`src/rtl/tune_seq_pkg.sv`:
```
package tune_seq_pkg;

   typedef enum logic [2:0] {
      SEQ_IDLE  = 3'd0,
      SEQ_NOTE0 = 3'd1,
      SEQ_NOTE1 = 3'd2,
      SEQ_NOTE2 = 3'd3,
      SEQ_NOTE3 = 3'd4
   } seq_state_e;

   localparam int unsigned NOTE_COUNT      = 4;
   localparam int unsigned DEF_TICK_CYCLES = 12288000;
   localparam int unsigned DEF_TC_W        = 7;

   // Next state taken on a tick edge.
   function automatic seq_state_e seq_advance(input seq_state_e cur, input logic go);
      seq_state_e nxt;
      case (cur)
         SEQ_IDLE:  nxt = go ? SEQ_NOTE0 : SEQ_IDLE;
         SEQ_NOTE0: nxt = SEQ_NOTE1;
         SEQ_NOTE1: nxt = SEQ_NOTE2;
         SEQ_NOTE2: nxt = SEQ_NOTE3;
         default:   nxt = SEQ_IDLE;
      endcase
      return nxt;
   endfunction

endpackage

```
`src/rtl/tune_tick_div.sv`:
```
module tune_tick_div #(
   parameter int unsigned TICK_CYCLES = tune_seq_pkg::DEF_TICK_CYCLES
) (
   input  logic clk,
   input  logic rst,
   output logic tick
);

   if (TICK_CYCLES < 1) begin : g_bad_len
      $error("tune_tick_div: TICK_CYCLES must be at least 1");
   end

   if (TICK_CYCLES == 1) begin : g_every
      // A divide-by-one tick is high on every edge.
      assign tick = 1'b1;
   end else begin : g_count
      localparam int unsigned CNT_W = $clog2(TICK_CYCLES);
      localparam logic [CNT_W-1:0] LAST = CNT_W'(TICK_CYCLES - 1);

      logic [CNT_W-1:0] cnt;

      always_ff @(posedge clk) begin
         if (rst) begin
            cnt <= '0;
         end else if (cnt == LAST) begin
            cnt <= '0;
         end else begin
            cnt <= cnt + 1'b1;
         end
      end

      assign tick = (cnt == LAST);

      AST_TICK_SINGLE: assert property (@(posedge clk) disable iff (rst)
         tick |=> !tick);
      AST_CNT_IN_RANGE: assert property (@(posedge clk) disable iff (rst)
         cnt <= LAST);
   end

endmodule

```
`src/rtl/tune_seq_fsm.sv`:
```
module tune_seq_fsm
   import tune_seq_pkg::*;
(
   input  logic       clk,
   input  logic       rst,
   input  logic       tick,
   input  logic       start,
   output seq_state_e state,
   output logic       busy
);

   always_ff @(posedge clk) begin
      if (rst) begin
         state <= SEQ_IDLE;
      end else if (tick) begin
         state <= seq_advance(state, start);
      end
   end

   assign busy = (state != SEQ_IDLE);

   AST_HOLD_OFF_TICK: assert property (@(posedge clk) disable iff (rst)
      !tick |=> $stable(state));
   AST_IDLE_NEEDS_GO: assert property (@(posedge clk) disable iff (rst)
      (state == SEQ_IDLE && !(tick && start)) |=> state == SEQ_IDLE);
   AST_ORDER_01: assert property (@(posedge clk) disable iff (rst)
      (tick && state == SEQ_NOTE0) |=> state == SEQ_NOTE1);
   AST_ORDER_12: assert property (@(posedge clk) disable iff (rst)
      (tick && state == SEQ_NOTE1) |=> state == SEQ_NOTE2);
   AST_ORDER_23: assert property (@(posedge clk) disable iff (rst)
      (tick && state == SEQ_NOTE2) |=> state == SEQ_NOTE3);
   AST_LAST_TO_IDLE: assert property (@(posedge clk) disable iff (rst)
      (tick && state == SEQ_NOTE3) |=> state == SEQ_IDLE);
   AST_NO_RESTART: assert property (@(posedge clk) disable iff (rst)
      (busy && start) |=> state != SEQ_NOTE0 || $past(state) == SEQ_NOTE0);

endmodule

```
`src/rtl/tune_pitch_map.sv`:
```
module tune_pitch_map
   import tune_seq_pkg::*;
#(
   parameter int unsigned TC_W  = DEF_TC_W,
   parameter int unsigned TC_N0 = 92,
   parameter int unsigned TC_N1 = 73,
   parameter int unsigned TC_N2 = 61,
   parameter int unsigned TC_N3 = 46
) (
   input  seq_state_e       state,
   output logic [TC_W-1:0]  tone_tc
);

   localparam int unsigned TC_MAX = (1 << TC_W) - 1;

   if (TC_N0 == 0 || TC_N0 > TC_MAX || TC_N1 == 0 || TC_N1 > TC_MAX ||
       TC_N2 == 0 || TC_N2 > TC_MAX || TC_N3 == 0 || TC_N3 > TC_MAX) begin : g_bad_tc
      $error("tune_pitch_map: each note count must be nonzero and fit in TC_W bits");
   end

   always_comb begin
      case (state)
         SEQ_NOTE0: tone_tc = TC_W'(TC_N0);
         SEQ_NOTE1: tone_tc = TC_W'(TC_N1);
         SEQ_NOTE2: tone_tc = TC_W'(TC_N2);
         SEQ_NOTE3: tone_tc = TC_W'(TC_N3);
         default:   tone_tc = '0;
      endcase
   end

endmodule

```
`src/rtl/tune_seq.sv`:
```
module tune_seq
   import tune_seq_pkg::*;
#(
   parameter int unsigned TICK_CYCLES = DEF_TICK_CYCLES,
   parameter int unsigned TC_W        = DEF_TC_W,
   parameter int unsigned TC_N0       = 92,
   parameter int unsigned TC_N1       = 73,
   parameter int unsigned TC_N2       = 61,
   parameter int unsigned TC_N3       = 46
) (
   input  logic            clk,
   input  logic            rst,
   input  logic            start,
   output logic            busy,
   output logic [TC_W-1:0] tone_tc
);

   if (TC_W < 2 || TC_W > 16) begin : g_bad_width
      $error("tune_seq: TC_W must lie in 2..16");
   end

   logic       tick;
   seq_state_e state;

   tune_tick_div #(
      .TICK_CYCLES (TICK_CYCLES)
   ) u_div (
      .clk  (clk),
      .rst  (rst),
      .tick (tick)
   );

   tune_seq_fsm u_fsm (
      .clk   (clk),
      .rst   (rst),
      .tick  (tick),
      .start (start),
      .state (state),
      .busy  (busy)
   );

   tune_pitch_map #(
      .TC_W  (TC_W),
      .TC_N0 (TC_N0),
      .TC_N1 (TC_N1),
      .TC_N2 (TC_N2),
      .TC_N3 (TC_N3)
   ) u_map (
      .state   (state),
      .tone_tc (tone_tc)
   );

   AST_SILENT_IDLE: assert property (@(posedge clk) disable iff (rst)
      !busy |-> tone_tc == '0);
   AST_AUDIBLE_BUSY: assert property (@(posedge clk) disable iff (rst)
      busy |-> tone_tc != '0);
   AST_RESET_IDLE: assert property (@(posedge clk)
      rst |=> !busy);

endmodule

```
`config.mk`:
```
export PLATFORM = sky130hd
export DESIGN_NAME = tune_seq
export DESIGN_NICKNAME = d
export VERILOG_FILES = /design/src/rtl/tune_seq_pkg.sv /design/src/rtl/tune_tick_div.sv /design/src/rtl/tune_seq_fsm.sv /design/src/rtl/tune_pitch_map.sv /design/src/rtl/tune_seq.sv
export SDC_FILE = /design/constraint.sdc
export NUM_CORES = 1
export LEC_CHECK = 0
export ABC_AREA = 1
export ABC_CLOCK_PERIOD_IN_PS = 1500
export BUFFER_PORTS_ARGS = -buffer_cell sky130_fd_sc_hd__buf_2
export CAP_MARGIN = 20
export CORE_MARGIN = 3
export CORE_UTILIZATION = 35
export CTS_BUF_LIST = sky130_fd_sc_hd__clkbuf_2 sky130_fd_sc_hd__clkbuf_4 sky130_fd_sc_hd__clkbuf_8
export DETAILED_ROUTE_END_ITERATION = 8
export GPL_ROUTABILITY_DRIVEN = 0
export HOLD_SLACK_MARGIN = 0.02
export PLACE_DENSITY = 0.64
export SETUP_SLACK_MARGIN = 0.5
export SYNTH_ARGS = -nofsm -noshare
export SYNTH_HDL_FRONTEND = slang
export SYNTH_HIERARCHICAL = 1
export SYNTH_SLANG_ARGS = --single-unit
```
`constraint.sdc`:
```
create_clock -name clk -period 1.5 [get_ports clk]
set_clock_uncertainty 0.05 [all_clocks]
set_input_delay 0.075 -clock clk [delete_from_list [all_inputs] [get_ports clk]]
set_output_delay 0.075 -clock clk [all_outputs]
set_load 0.02 [all_outputs]
```
# After elaboration in Yosys (flattened, before gate mapping)
# Index checks and enable logic that the tools add are counted.
dict set report totals {
  regBits 27
  output_inout_bits 8
}
dict set report op_classes {
  reduce_logical 3
  add_sub_neg 1
  n_eq_ne 5
  n_mux 3
}
# operator count
set op_table {}
lappend op_table {{one-hot mux 7 bit (4 select lines)} 1}
lappend op_table {{adder 24 x 1 -> 24 bit, second input constant} 1}
lappend op_table {{equality test 24 bit, second input constant} 1}
lappend op_table {{one-hot mux 3 bit (4 select lines)} 1}
lappend op_table {{equality test 3 x 2 -> 1 bit, second input constant} 2}
lappend op_table {{equality test 3 x 1 -> 1 bit, second input constant} 1}
lappend op_table {{equality test 3 bit, second input constant} 1}
lappend op_table {{logical NOT 3 bit} 1}
lappend op_table {{nonzero test 3 bit} 1}
lappend op_table {{OR reduction 2 bit} 1}
lappend op_table {{two-way mux 1 bit} 1}

# Longest topological paths before layout
# Gate-level depths: netlist (run 1).
dict set report logic_depth {
  ltp_word 2
  mapped_depth 11
  ltp_nobuf 11
}

# By module
# Netlist (run 1), hierarchy kept.
# mod instances cells_per_inst area_each_um2
set by_module_without_submodules {}
lappend by_module_without_submodules {tune_tick_div 1 194 1290.0}
lappend by_module_without_submodules {tune_seq_fsm 1 23 158.9}
lappend by_module_without_submodules {tune_pitch_map 1 16 70.1}

# Worst setup path after synthesis (run 1)
# Ideal clock, no wire load.
dict set report synth_timing {
  kind {reg2reg}
  startpoint {register u_div.g_count.cnt[0]}
  endpoint {register u_fsm.state[0]}
  t_arrival_ns 1.361
  slack_ns -0.026
  setup_time_ns 0.115
  path_buffers 0
  required_ns 1.335
  period_less_slack_ns 1.526
  stages_incl_launch_ff 11
  cell_sequence {dfxtp_1 -> ha_1 -> nand2_1 -> nor2_4 -> nand2_2 -> inv_1 -> nand2_1 -> nor2_1 -> nand2_1 -> nor2_1 -> nor2_1}
}
dict set report synth_between {
  elab_chain_cells 1
}
# item line
set synth_rtl {}
lappend synth_rtl {{from (decl)} tune_tick_div.sv:20} ;# logic [CNT_W-1:0] cnt;
lappend synth_rtl {{from (signal assigned)} tune_tick_div.sv:28} ;# cnt <= cnt + 1'b1;
lappend synth_rtl {{equality test 24 bit} tune_tick_div.sv:32} ;# assign tick = (cnt == LAST);
lappend synth_rtl {{named net tick} tune_seq.sv:22} ;# logic tick;
lappend synth_rtl {{to (signal assigned)} tune_seq_fsm.sv:16} ;# state <= seq_advance(state, start);
lappend synth_rtl {{to (decl)} tune_seq_fsm.sv:8} ;# output seq_state_e state,
# The timed path passes the listed nets, and every way through them passes these cells.
# A chain may end at the register's enable or synchronous reset.

# Final worst setup path (run 1)
dict set report layout_timing {
  startpoint {register u_div.g_count.cnt[0]}
  endpoint {register u_div.g_count.cnt[14]}
}
dict set report layout_between {
  elab_chain_cells 2
  word_cells_on_any_way 3
  classes_between {add/sub (1); eq/ne (1); reduce/logical (1)}
}
# item
set layout_rtl {}
lappend layout_rtl {{parallel branches: the longest is 2 deep, another holds adder 24 x 1 -> 24 bit}}
# Several ways; the timed one is not identified.

==> results of run 1 <==
==> flip-flops by register name (all words and copies together), names as in the netlist <==
register / flops
u_fsm/state: 3
u_div/g_count.cnt: 24
==> through the flow <==
| stage | setup slack, ns | utilization, % |
|---|---|---|
| 5_1_grt | -0.0380 | 46.2 |
| 4_1_cts | 0.0653 | 45.0 |
| 2_1_floorplan | 0.116 | - |
| 3_5_place_dp | 0.0308 | 42.5 |
| 3_3_place_gp | 0.0767 | 42.5 |
| 6_report | 0.0665 | 46.2 |
==> Yosys cell counts, drive strengths merged <==
library cell	number
ha	1
nand3b	2
nand2	67
xnor2	6
and2	1
or2	1
nor3	2
nand3	17
a21oi	5
nor2	55
buf	2
o21bai	2
dfxtp	27
nand4	5
xor2	5
o21ai	2
inv	33
==> final cells by class <==
cell class | count | area (um2) | area share, %
repair buffers | 26 | 208 | 11.0
clock buffers | 3 | 41.3 | 2.19
well taps | 50 | 62.6 | 3.31
clock inverters | 1 | 5.00 | 0.265
multi-input cells | 171 | 900 | 47.6
inverters | 33 | 124 | 6.56
flip-flops and latches | 27 | 549 | 29.1
==> kinds of logic after synthesis <==
family | count (synthesis) | synth area share (%)
AND/OR/NAND/NOR | 150 | 44.1
buffers and inverters | 35 | 9.64
flip-flops | 27 | 35.6
XOR/XNOR | 11 | 6.34
AO/OA/AOI/OAI | 9 | 3.54
adder cells (fa/ha/maj) | 1 | 0.824
==> how the worst min path moves through the flow <==
stage	endpoint	slack, ns
after detailed placement	u_fsm/state[2]	0.24
after CTS	u_fsm/state[0]	0.03
after global routing	u_fsm/state[0]	0.04
after global placement	u_fsm/state[2]	0.24
final	u_fsm/state[0]	0.04
after floorplan	u_fsm/state[2]	0.09
==> what timing repair did <==
| item | in CTS | in global routing |
|---|---|---|
| resized for setup | 6 | 9 |
| pin swaps | 6 | 2 |
| buffers inserted | 3 | 3 |
| endpoints found under the hold margin | 1 | 0 |
| setup endpoints to repair | 35 | 35 |
| hold buffers | 2 | 0 |
| gates cloned | 0 | 0 |
==> power groups by stage <==
stage / Clock [mW] / Combinational (mW) / Sequential (mW)
CTS: 0.435 / 0.0550 / 0.731
global placement: 0 / 0.0464 / 0.748
finish: 0.421 / 0.0554 / 0.731
floorplan: 0 / 0.0305 / 0.747
detailed placement: 0 / 0.0469 / 0.748
global route: 0.458 / 0.0610 / 0.732
==> worst reg2reg max path, cell delays in order (launching register included) <==
cell and delay, ns:
dfxtp_2 0.36, ha_4 0.15, nand2_4 0.05, nor2_4 0.12
nand2_4 0.10, nor2_4 0.13, nand2_2 0.08, nand2_4 0.10
buf_12 0.13, nor2_1 0.04
==> layer usage <==
layer | wire length, um | share of wire [%] | GRT usage, % | vias up
met5 | 0 | 0 | 0 | -
met4 | 47 | 1.5 | 5.22 | 0
met3 | 74 | 2.3 | 1.96 | 5
met2 | 1430 | 45 | 19.4 | 19
met1 | 1660 | 52 | 18.2 | 631
li1 | - | - | - | 765
==> results.toml, run 1 <==
[logic_synthesis]
netlist_instances = 233
yosysSeqAreaShare_pct = 35.6
synth_area_um2 = 1520
synth_top_cell_by_area = "dfxtp_1"
ys_warn_count = 6
synth_seq_cells = 27
postSynthAreaPerCell_um2 = 6.52
syn_nets = 237
synth.distinct_cells = 23
netlist_top_cells_area = "dfxtp_1 (36%), nand2_1 (15%), nor2_1 (12%)"
netlist.area_leader.share_pct = 35.6

[clock_network]
worstSkewPairLatency_ns = 0.28
tritoncts = "done"
cts_buffers = 3
h-tree-depth = 1
root_buffer = "clkbuf_8"
clockBufferDepth = 2
cts.sinks = 27
cts.clk_slew.worst_paths_ns = 0.09

[critical_path]
crit_path_end_kind = "flip-flop"
reg2reg_to = "u_div/g_count.cnt[14]"
crit_cells = 9
path_common_cell = "nand2_4"
reg2reg_depth = 9
arrival_ns = 1.56
critPathLaunchType = "flip-flop"
critPathSlowestCell = "dfxtp_2"
rrSetupSlack_ns = 0.07
startpoint = "u_div/g_count.cnt[0]"
r2r-start = "u_div/g_count.cnt[0]"
slowest_delay_ns = 0.36
crit_family = "simple AND/OR/NAND/NOR gates"
cp_num_buf_inv = 1
path_class = "flip-flop to flip-flop"
critPathMaxFanout = 12
cp_cell_sequence = "ha_4 > nand2_4 > nor2_4 > nand2_4 > nor2_4 > nand2_2 > nand2_4 > buf_12 > nor2_1"
endpoint = "u_div/g_count.cnt[14]"
cp.required_ns = 1.62

[power]
combPwrFrac_pct = 4.6
powerDensity_nw_per_um2 = 639
total_leakage_power_nw = 0.786
switching_share_pct = 22.1
p_int_mw = 0.940
finalPower_mw = 1.21
sequentialPowerShare_pct = 60.5
power.switching_mw = 0.267
power_frac_clock_pct = 34.9
peakVddDrop_v = 0.000394

[placement]
placed_area_um2 = 1740
portBuffers = 10
dp_cells = 299
dp_hpwl_um = 2410

[final_layout]
diodes = 0
fillers = 429
instances_no_fill = 311
stdcell_area_um2 = 1890
final_common_cell = "nand2_1"
drive_gt1_share_pct = 26.1
final_nets = 266
areaGrowthSynthToFinish_pct = 24.4
final_cell_mix = "nand2_1 (56), nor2_1 (43), inv_1 (28)"

[die]
die-width_um = 71.9
start_util_pct = 37.2
io_pins = 11
die_area_um2 = 5170
rows = 23
placeableCoreArea_um2 = 4090
die_height_um = 71.9

[detailed_routing]
drt_iter0_drc = 106
drc = 0
first_pass_iters = 4
wl_per_cell_um = 10.3
dr_total_vias = 1420
routed_wl_um = 3210
detail-route-antenna-nets = 0
drt-vias-per-instance = 4.57

[timing]
worst-slew-pin-transition_ns = 0.261
finalCritPeriodShare_pct = 95.6
fmax_ghz = 0.698
finalMaxSlewViolations = 0
finalSetupTns_ns = 0
whs_ns = 0.0379
relSlewSlack_pct = 82.5
rsz0062_at_grt = "true"
period_minus_slack_ns = 1.43
setup_viol = 0
finalHoldViolCount = 0

[flow_run]
maxCapViolCount = 0

[worst_hold_path]
holdPathStages = 3
hold_start = "rst"
hp-class = "input port to flip-flop"

[grt]
grt_max_degree = 16
gr-usage-all-layers_pct = 12.8
grt_overflow = 0
grt_pass1_wl_um = 5320
grt_pass1_vias = 1244
antenna_found_initial = 0

[run_status]
status = "completed"
No activity file was read; power rests on OpenSTA's default activity.
==> run 2: changes to the inputs <==
--- a/config.mk
+++ b/config.mk
@@ -15,9 +15,8 @@
 export DETAILED_ROUTE_END_ITERATION = 8
 export GPL_ROUTABILITY_DRIVEN = 0
 export HOLD_SLACK_MARGIN = 0.02
-export PLACE_DENSITY = 0.64
+export PLACE_DENSITY = 0.6
 export SETUP_SLACK_MARGIN = 0.5
 export SYNTH_ARGS = -nofsm -noshare
 export SYNTH_HDL_FRONTEND = slang
-export SYNTH_HIERARCHICAL = 1
 export SYNTH_SLANG_ARGS = --single-unit
==> results.toml, run 2 <==
[logic_synthesis]
synthFlopType = "dfxtp_1"
synth.distinct_cells = 23
syn_nets = 225
netlist_top_cells_area = "dfxtp_1 (37%), nand2_1 (14%), nor2_1 (13%)"
synth_area_um2 = 1480
yosysSeqAreaShare_pct = 36.5
synth_seq_cells = 27
netlist_instances = 221
synth_edf_count = 0
synth_commonest_cells = "nand2_1 (55), nor2_1 (51), dfxtp_1 (27), inv_1 (19), nand3_1 (17)"
synth_top_cell_by_area = "dfxtp_1"
postSynthAreaPerCell_um2 = 6.70
netlist.area_leader.share_pct = 36.5
synth-async-reset-ratio_pct = 0
synthMostInstantiatedCell = "nand2_1"
ys_warn_count = 0

[grt]
antenna_found_initial = 0
grt_max_degree = 22
grt_use_met3_pct = 3.27
grt_pass1_vias = 1377
gr-usage-all-layers_pct = 14.8
grt_pass1_wl_um = 6110
met1_usage_pct = 20.2
grt_overflow = 0
met2_usage_pct = 23.5
top_usage_layer = "met2"

[critical_path]
critPathMaxFanout = 10
slowest_delay_ns = 0.37
path_common_cell = "nand2_4"
cp_num_buf_inv = 0
path_class = "flip-flop to flip-flop"
cp_cell_sequence = "ha_4 > nand2_4 > nor2_4 > nand2_2 > nor2_4 > nand2_4 > nand2_4 > nor3_1"
crit_family = "simple AND/OR/NAND/NOR gates"
arrival_ns = 1.55
rrSetupSlack_ns = 0.07
critPathSlowestCell = "dfxtp_2"
crit_path_end_kind = "flip-flop"
reg2reg_to = "u_div.g_count.cnt[2]"
critPathLaunchType = "flip-flop"
cp.required_ns = 1.63
reg2reg_depth = 8
r2r-start = "u_div.g_count.cnt[0]"

[timing]
rsz0062_at_grt = "true"
relSlewSlack_pct = 65.5
fmax_ghz = 0.701
setup_viol = 0
finalSetupTns_ns = 0
finalMaxSlewViolations = 0
finalHoldViolCount = 0
worst-slew-pin-transition_ns = 0.517
finalCritPeriodShare_pct = 95.0
period_minus_slack_ns = 1.43

[final_layout]
fillers = 378
top_regs = "u_div.g_count.cnt x24, u_fsm.state x3"
areaGrowthSynthToFinish_pct = 41.6
diodes = 0
largest_register_ffs = 24
final_cell_mix = "nand2_1 (44), nor2_1 (43), buf_4 (18), dfxtp_1 (18), inv_1 (15)"
final_nets = 262
largest-register = "u_div.g_count.cnt"
drive_gt1_share_pct = 38.1
final_common_cell = "nand2_1"
final_util_pct = 52.0

[placement]
portBuffers = 10
dp_hpwl_um = 2460

[run_status]
status = "completed"

[detailed_routing]
wl_per_cell_um = 12.2
first_pass_iters = 5
dr_total_vias = 1467
drt_iter0_drc = 49
drt-vias-per-instance = 4.78
drc = 0
routed_wl_um = 3740
detail-route-antenna-nets = 0

[die]
io_pins = 11
die_height_um = 71.0
rows = 23
placeableCoreArea_um2 = 4030
die-width_um = 71.0
start_util_pct = 36.7
die_area_um2 = 5050

[clock_network]
root_buffer = "clkbuf_8"
cts.sinks = 27
h-tree-depth = 1
cts.clk_slew.worst_paths_ns = 0.10
cts_buffers = 3
clockBufferDepth = 2
tritoncts = "done"
worstSkewPairLatency_ns = 0.28

[worst_hold_path]
holdPathStages = 5
hold_end = "u_fsm.state[0]"
hp-class = "input port to flip-flop"
hold_start = "start"

[power]
total_leakage_power_nw = 0.804
peakVddDrop_v = 0.000574
powerDensity_nw_per_um2 = 571

[flow_run]
maxCapViolCount = 0
run 2: cell count changes in the layout (fill, tap and decap cells not counted), sizes merged, moves of 2 or more:
cell / previous run / this run
dlygate4sd3: 2 / 0
a21oi: 5 / 8
nand4: 5 / 2
nand3b: 2 / 4
nand2: 67 / 59
nor2: 55 / 59
xnor2: 6 / 4
buf: 24 / 33
inv: 33 / 23
run 2: area by class of cell:
cell class | instances | area (um2) | area share [%]
inverters | 23 | 91.3 | 4.36
repair buffers | 33 | 292 | 13.9
clock inverters | 1 | 7.51 | 0.358
clock buffers | 3 | 41.3 | 1.97
well taps | 50 | 62.6 | 2.99
flip-flops and latches | 27 | 559 | 26.7
multi-input cells | 170 | 1040 | 49.7
run 2: timing repair:
| item | in CTS | in global routing |
|---|---|---|
| buffers inserted | 6 | 5 |
| hold buffers | 0 | 0 |
| pin swaps | 12 | 12 |
| resized for setup | 29 | 31 |
| gates cloned | 0 | 1 |
| endpoints found under the setup margin | 35 | 35 |
run 2: how the worst max path moves through the flow:
stage	depth (start not counted)	from	end
finish	8	u_div.g_count.cnt[0]	u_div.g_count.cnt[2]
global route	8	u_div.g_count.cnt[1]	u_div.g_count.cnt[2]
CTS	9	u_div.g_count.cnt[0]	u_div.g_count.cnt[16]
detailed placement	8	u_div.g_count.cnt[0]	u_div.g_count.cnt[9]
global placement	8	u_div.g_count.cnt[0]	u_div.g_count.cnt[0]
floorplan	9	u_div.g_count.cnt[1]	u_div.g_count.cnt[19]
run 2: cells by family (layout without fill, tap and decap cells):
group	count (synthesis)	after routing	share of synthesized area (%)
adder cells (fa/ha/maj)	1	1	0.845
AND/OR/NAND/NOR	146	147	44.8
buffers and inverters	25	60	7.35
AO/OA/AOI/OAI	12	12	4.56
XOR/XNOR	10	10	5.92
flip-flops	27	27	36.5
run 2: per-stage QoR:
step | hold slack, ns | total power, mW | setup WS [ns] | instances | instance area (um2)
6_report | 0.151 | 1.20 | 0.0744 | 307 | 2100
3_3_place_gp | 0.382 | 0.786 | 0.0556 | 291 | 1750
4_1_cts | 0.110 | 1.21 | 0.119 | 301 | 1940
3_5_place_dp | 0.384 | 0.786 | 0.0368 | 291 | 1750
5_1_grt | 0.159 | 1.25 | -0.00942 | 307 | 2100
2_1_floorplan | 0.266 | 0.782 | 0.102 | 221 | 1570
run 2: power breakdown:
group | leakage (nW) | switching [mW] | internal [mW]
Combinational | 0.560 | 0.0286 | 0.0179
Sequential | 0.223 | 0.00718 | 0.719
Clock | 0.0217 | 0.235 | 0.189
run 2: tightest hold or removal path, delay by kind of cell:
kind	cells	cell delay, ns
and+or+nand+nor	3	0.21
AOI/OAI and AO/OA	1	0.09
buffers and inverters	1	0.08
run 2: metal layers:
layer / share of wire (%) / vias up
li1: - / 761
met1: 47 / 677
met2: 49 / 25
met3: 2.6 / 4
met4: 1.1 / 0
met5: 0 / -
==> run 3: changes to the inputs <==
--- a/config.mk
+++ b/config.mk
@@ -5,8 +5,7 @@
 export SDC_FILE = /design/constraint.sdc
 export NUM_CORES = 1
 export LEC_CHECK = 0
-export ABC_AREA = 1
-export ABC_CLOCK_PERIOD_IN_PS = 1500
+export ABC_CLOCK_PERIOD_IN_PS = 1400
 export BUFFER_PORTS_ARGS = -buffer_cell sky130_fd_sc_hd__buf_2
 export CAP_MARGIN = 20
 export CORE_MARGIN = 3
@@ -15,7 +14,7 @@
 export DETAILED_ROUTE_END_ITERATION = 8
 export GPL_ROUTABILITY_DRIVEN = 0
 export HOLD_SLACK_MARGIN = 0.02
-export PLACE_DENSITY = 0.6
+export PLACE_DENSITY = 0.58
 export SETUP_SLACK_MARGIN = 0.5
 export SYNTH_ARGS = -nofsm -noshare
 export SYNTH_HDL_FRONTEND = slang
==> constraint.sdc (replaced) <==
create_clock -name clk -period 1.4 [get_ports clk]
set_clock_uncertainty 0.05 [all_clocks]
set_input_delay 0.07 -clock clk [delete_from_list [all_inputs] [get_ports clk]]
set_output_delay 0.07 -clock clk [all_outputs]
set_load 0.02 [all_outputs]
==> results.toml, run 3 <==
[clock_network]
h-tree-depth = 1
tritoncts = "done"
cts.sinks = 27
root_buffer = "clkbuf_8"
cts_buffers = 3
clockBufferDepth = 2
worstSkewPairLatency_ns = 0.28
cts.clk_slew.worst_paths_ns = 0.09

[logic_synthesis]
netlist.area_leader.share_pct = 41.4
postSynthAreaPerCell_um2 = 8.42
netlist_top_cells_area = "dfxtp_1 (41%), xor2_1 (6.0%), nor2_1 (4.9%)"
synth_compound_area_share_pct = 12.2
synth_area_um2 = 1310
synthAdderAreaFrac_pct = 0.959
syn_nets = 159
yosysSeqAreaShare_pct = 41.4
synth_xor_area_share_pct = 8.72
synth.distinct_cells = 31
ys_warn_count = 0
synth_seq_cells = 27
synth_top_family_by_area = "simple AND/OR/NAND/NOR gates"
muxShareOfSynthArea_pct = 0
synthFlopType = "dfxtp_1"
synthMostInstantiatedCell = "dfxtp_1"
netlist_instances = 155
synthSimpleGateAreaFrac_pct = 33.7
synth-async-reset-ratio_pct = 0
synth_top_cell_by_area = "dfxtp_1"
synth_commonest_cells = "dfxtp_1 (27), nor2_1 (17), a21oi_1 (11)"
synth_edf_count = 0

[critical_path]
critPathLaunchType = "flip-flop"
cp_cell_sequence = "nand2_4 > or4_4 > buf_6 > or3_4 > a21oi_2"
slowest_delay_ns = 0.57
cp.required_ns = 1.56
critPathSlowestCell = "or4_4"
arrival_ns = 1.91
path_class = "flip-flop to flip-flop"
critPathMaxFanout = 4
crit_path_end_kind = "flip-flop"

[flow_run]
maxCapViolCount = 0

[die]
io_pins = 11
die_height_um = 67.1
start_util_pct = 37.6
rows = 21
die-width_um = 67.1
die_area_um2 = 4500
placeableCoreArea_um2 = 3470

[timing]
relSlewSlack_pct = 81.2
worst_slack_ns = -0.348
finalMaxSlewViolations = 0
period_minus_slack_ns = 1.75
finalCritPeriodShare_pct = 125
worst-slew-pin-transition_ns = 0.279
rsz0062_at_grt = "true"
setup_viol = 28
fmax_ghz = 0.572
finalHoldViolCount = 0

[final_layout]
final_nets = 236
stdcell_area_um2 = 2370
top_regs = "u_div.g_count.cnt x24, u_fsm.state x3"
final_cell_mix = "buf_4 (61), buf_6 (12), dfxtp_2 (11)"
largest-register = "u_div.g_count.cnt"
final_common_cell = "buf_4"
diodes = 0
drive_gt1_share_pct = 65.4
fillers = 267
areaGrowthSynthToFinish_pct = 81.5
largest_register_ffs = 24

[detailed_routing]
dr_total_vias = 1477
drt-vias-per-instance = 5.33
wl_per_cell_um = 14.8
routed_wl_um = 4100
drt_iter0_drc = 36
drc = 0
first_pass_iters = 4
detail-route-antenna-nets = 0

[power]
sequentialPowerShare_pct = 58.0
powerDensity_nw_per_um2 = 560
power.switching_mw = 0.294
total_leakage_power_nw = 0.951
p_int_mw = 1.03
switching_share_pct = 22.2
combPwrFrac_pct = 6.6
power_frac_clock_pct = 35.4
peakVddDrop_v = 0.000333
finalPower_mw = 1.33

[grt]
grt_max_degree = 15
met1_usage_pct = 21.3
grt_pass1_vias = 1409
antenna_found_initial = 0
met2_usage_pct = 35.3
top_usage_layer = "met2"
grt_overflow = 0
gr-usage-all-layers_pct = 18.7
grt_pass1_wl_um = 6470
grt_use_met3_pct = 2.02

[worst_hold_path]
hp-class = "input port to flip-flop"

[run_status]
status = "finished with violations"
violations = "setup timing"

[placement]
placed_area_um2 = 1890
dp_hpwl_um = 2700
portBuffers = 10
==> run 3: cell types whose count changed after synthesis, sizes merged, moves of 4 or more <==
cell	before	now
a21oi	8	12
and3	0	4
clkbuf	0	4
inv	23	4
nand2	58	9
nand3	17	8
nand3b	4	0
nand4	2	10
nor2	59	17
o21ai	1	5
o31ai	0	6
or3	0	5
or4	0	7
==> run 3: cell families (layout without fill, tap and decap cells) <==
family / Yosys count / after routing
AND/OR/NAND/NOR: 78 / 78
flip-flops: 27 / 27
AO/OA/AOI/OAI: 26 / 26
XOR/XNOR: 13 / 13
buffers and inverters: 10 / 86
adder cells (fa/ha/maj): 1 / 1
==> run 3: worst paths after layout <==
kind	depth (start not counted)	slack [ns]	startpoint	end
setup / recovery	5	-0.35	u_div.g_count.cnt[16]	u_fsm.state[2]
hold / removal	5	0.14	start	u_fsm.state[0]
setup reg to reg	5	-0.35	u_div.g_count.cnt[16]	u_fsm.state[2]
hold reg to reg	2	0.50	u_div.g_count.cnt[18]	u_div.g_count.cnt[18]
==> run 3: per-layer routing <==
layer / share of wire, % / up-vias
li1: - / 725
met1: 40 / 721
met2: 55 / 26
met3: 3.1 / 5
met5: 0 / -
met4: 1.3 / 0
==> run 3: power groups by stage <==
| stage | clock network [mW] | logic (mW) | registers [mW] |
|---|---|---|---|
| after floorplan | 0 | 0.0263 | 0.798 |
| after global placement | 0 | 0.0476 | 0.798 |
| after detailed placement | 0 | 0.0508 | 0.799 |
| after CTS | 0.468 | 0.0677 | 0.774 |
| after global routing | 0.498 | 0.0948 | 0.770 |
| final | 0.470 | 0.0872 | 0.768 |
==> run 3: final cells by class <==
cell class / instances / area [um2] / area share, %
well taps: 46 / 57.6 / 2.43
multi-input cells: 118 / 1020 / 43.1
clock buffers: 4 / 48.8 / 2.06
flip-flops and latches: 27 / 584 / 24.7
inverters: 4 / 15.0 / 0.634
repair buffers: 78 / 643 / 27.2
==> run 3: timing repair <==
action	in CTS	in global routing
endpoints found under the setup margin	35	35
pin swaps	10	19
setup buffers	8	8
hold endpoints to repair	5	0
hold buffers	2	0
gates resized for setup	33	44
==> run 3: worst max-delay path: cells and delay by family (launching register included) <==
| kind | cells | cell delay, ns |
|---|---|---|
| simple gates | 3 | 0.95 |
| flops | 1 | 0.38 |
| buf+inv | 1 | 0.15 |
| compound gates | 1 | 0.14 |
==> run 3: stage by stage <==
step	setup WS (ns)	setup TNS (ns)	hold WS (ns)	instances	util, %
final	-0.348	-6.34	0.144	277	68.3
after floorplan	-0.228	-3.10	0.0794	155	-
after detailed placement	-0.321	-6.84	0.297	255	54.5
after global placement	-0.288	-4.80	0.295	255	54.5
after global routing	-0.383	-7.27	0.178	277	68.3
after CTS	-0.277	-4.95	0.141	269	61.5
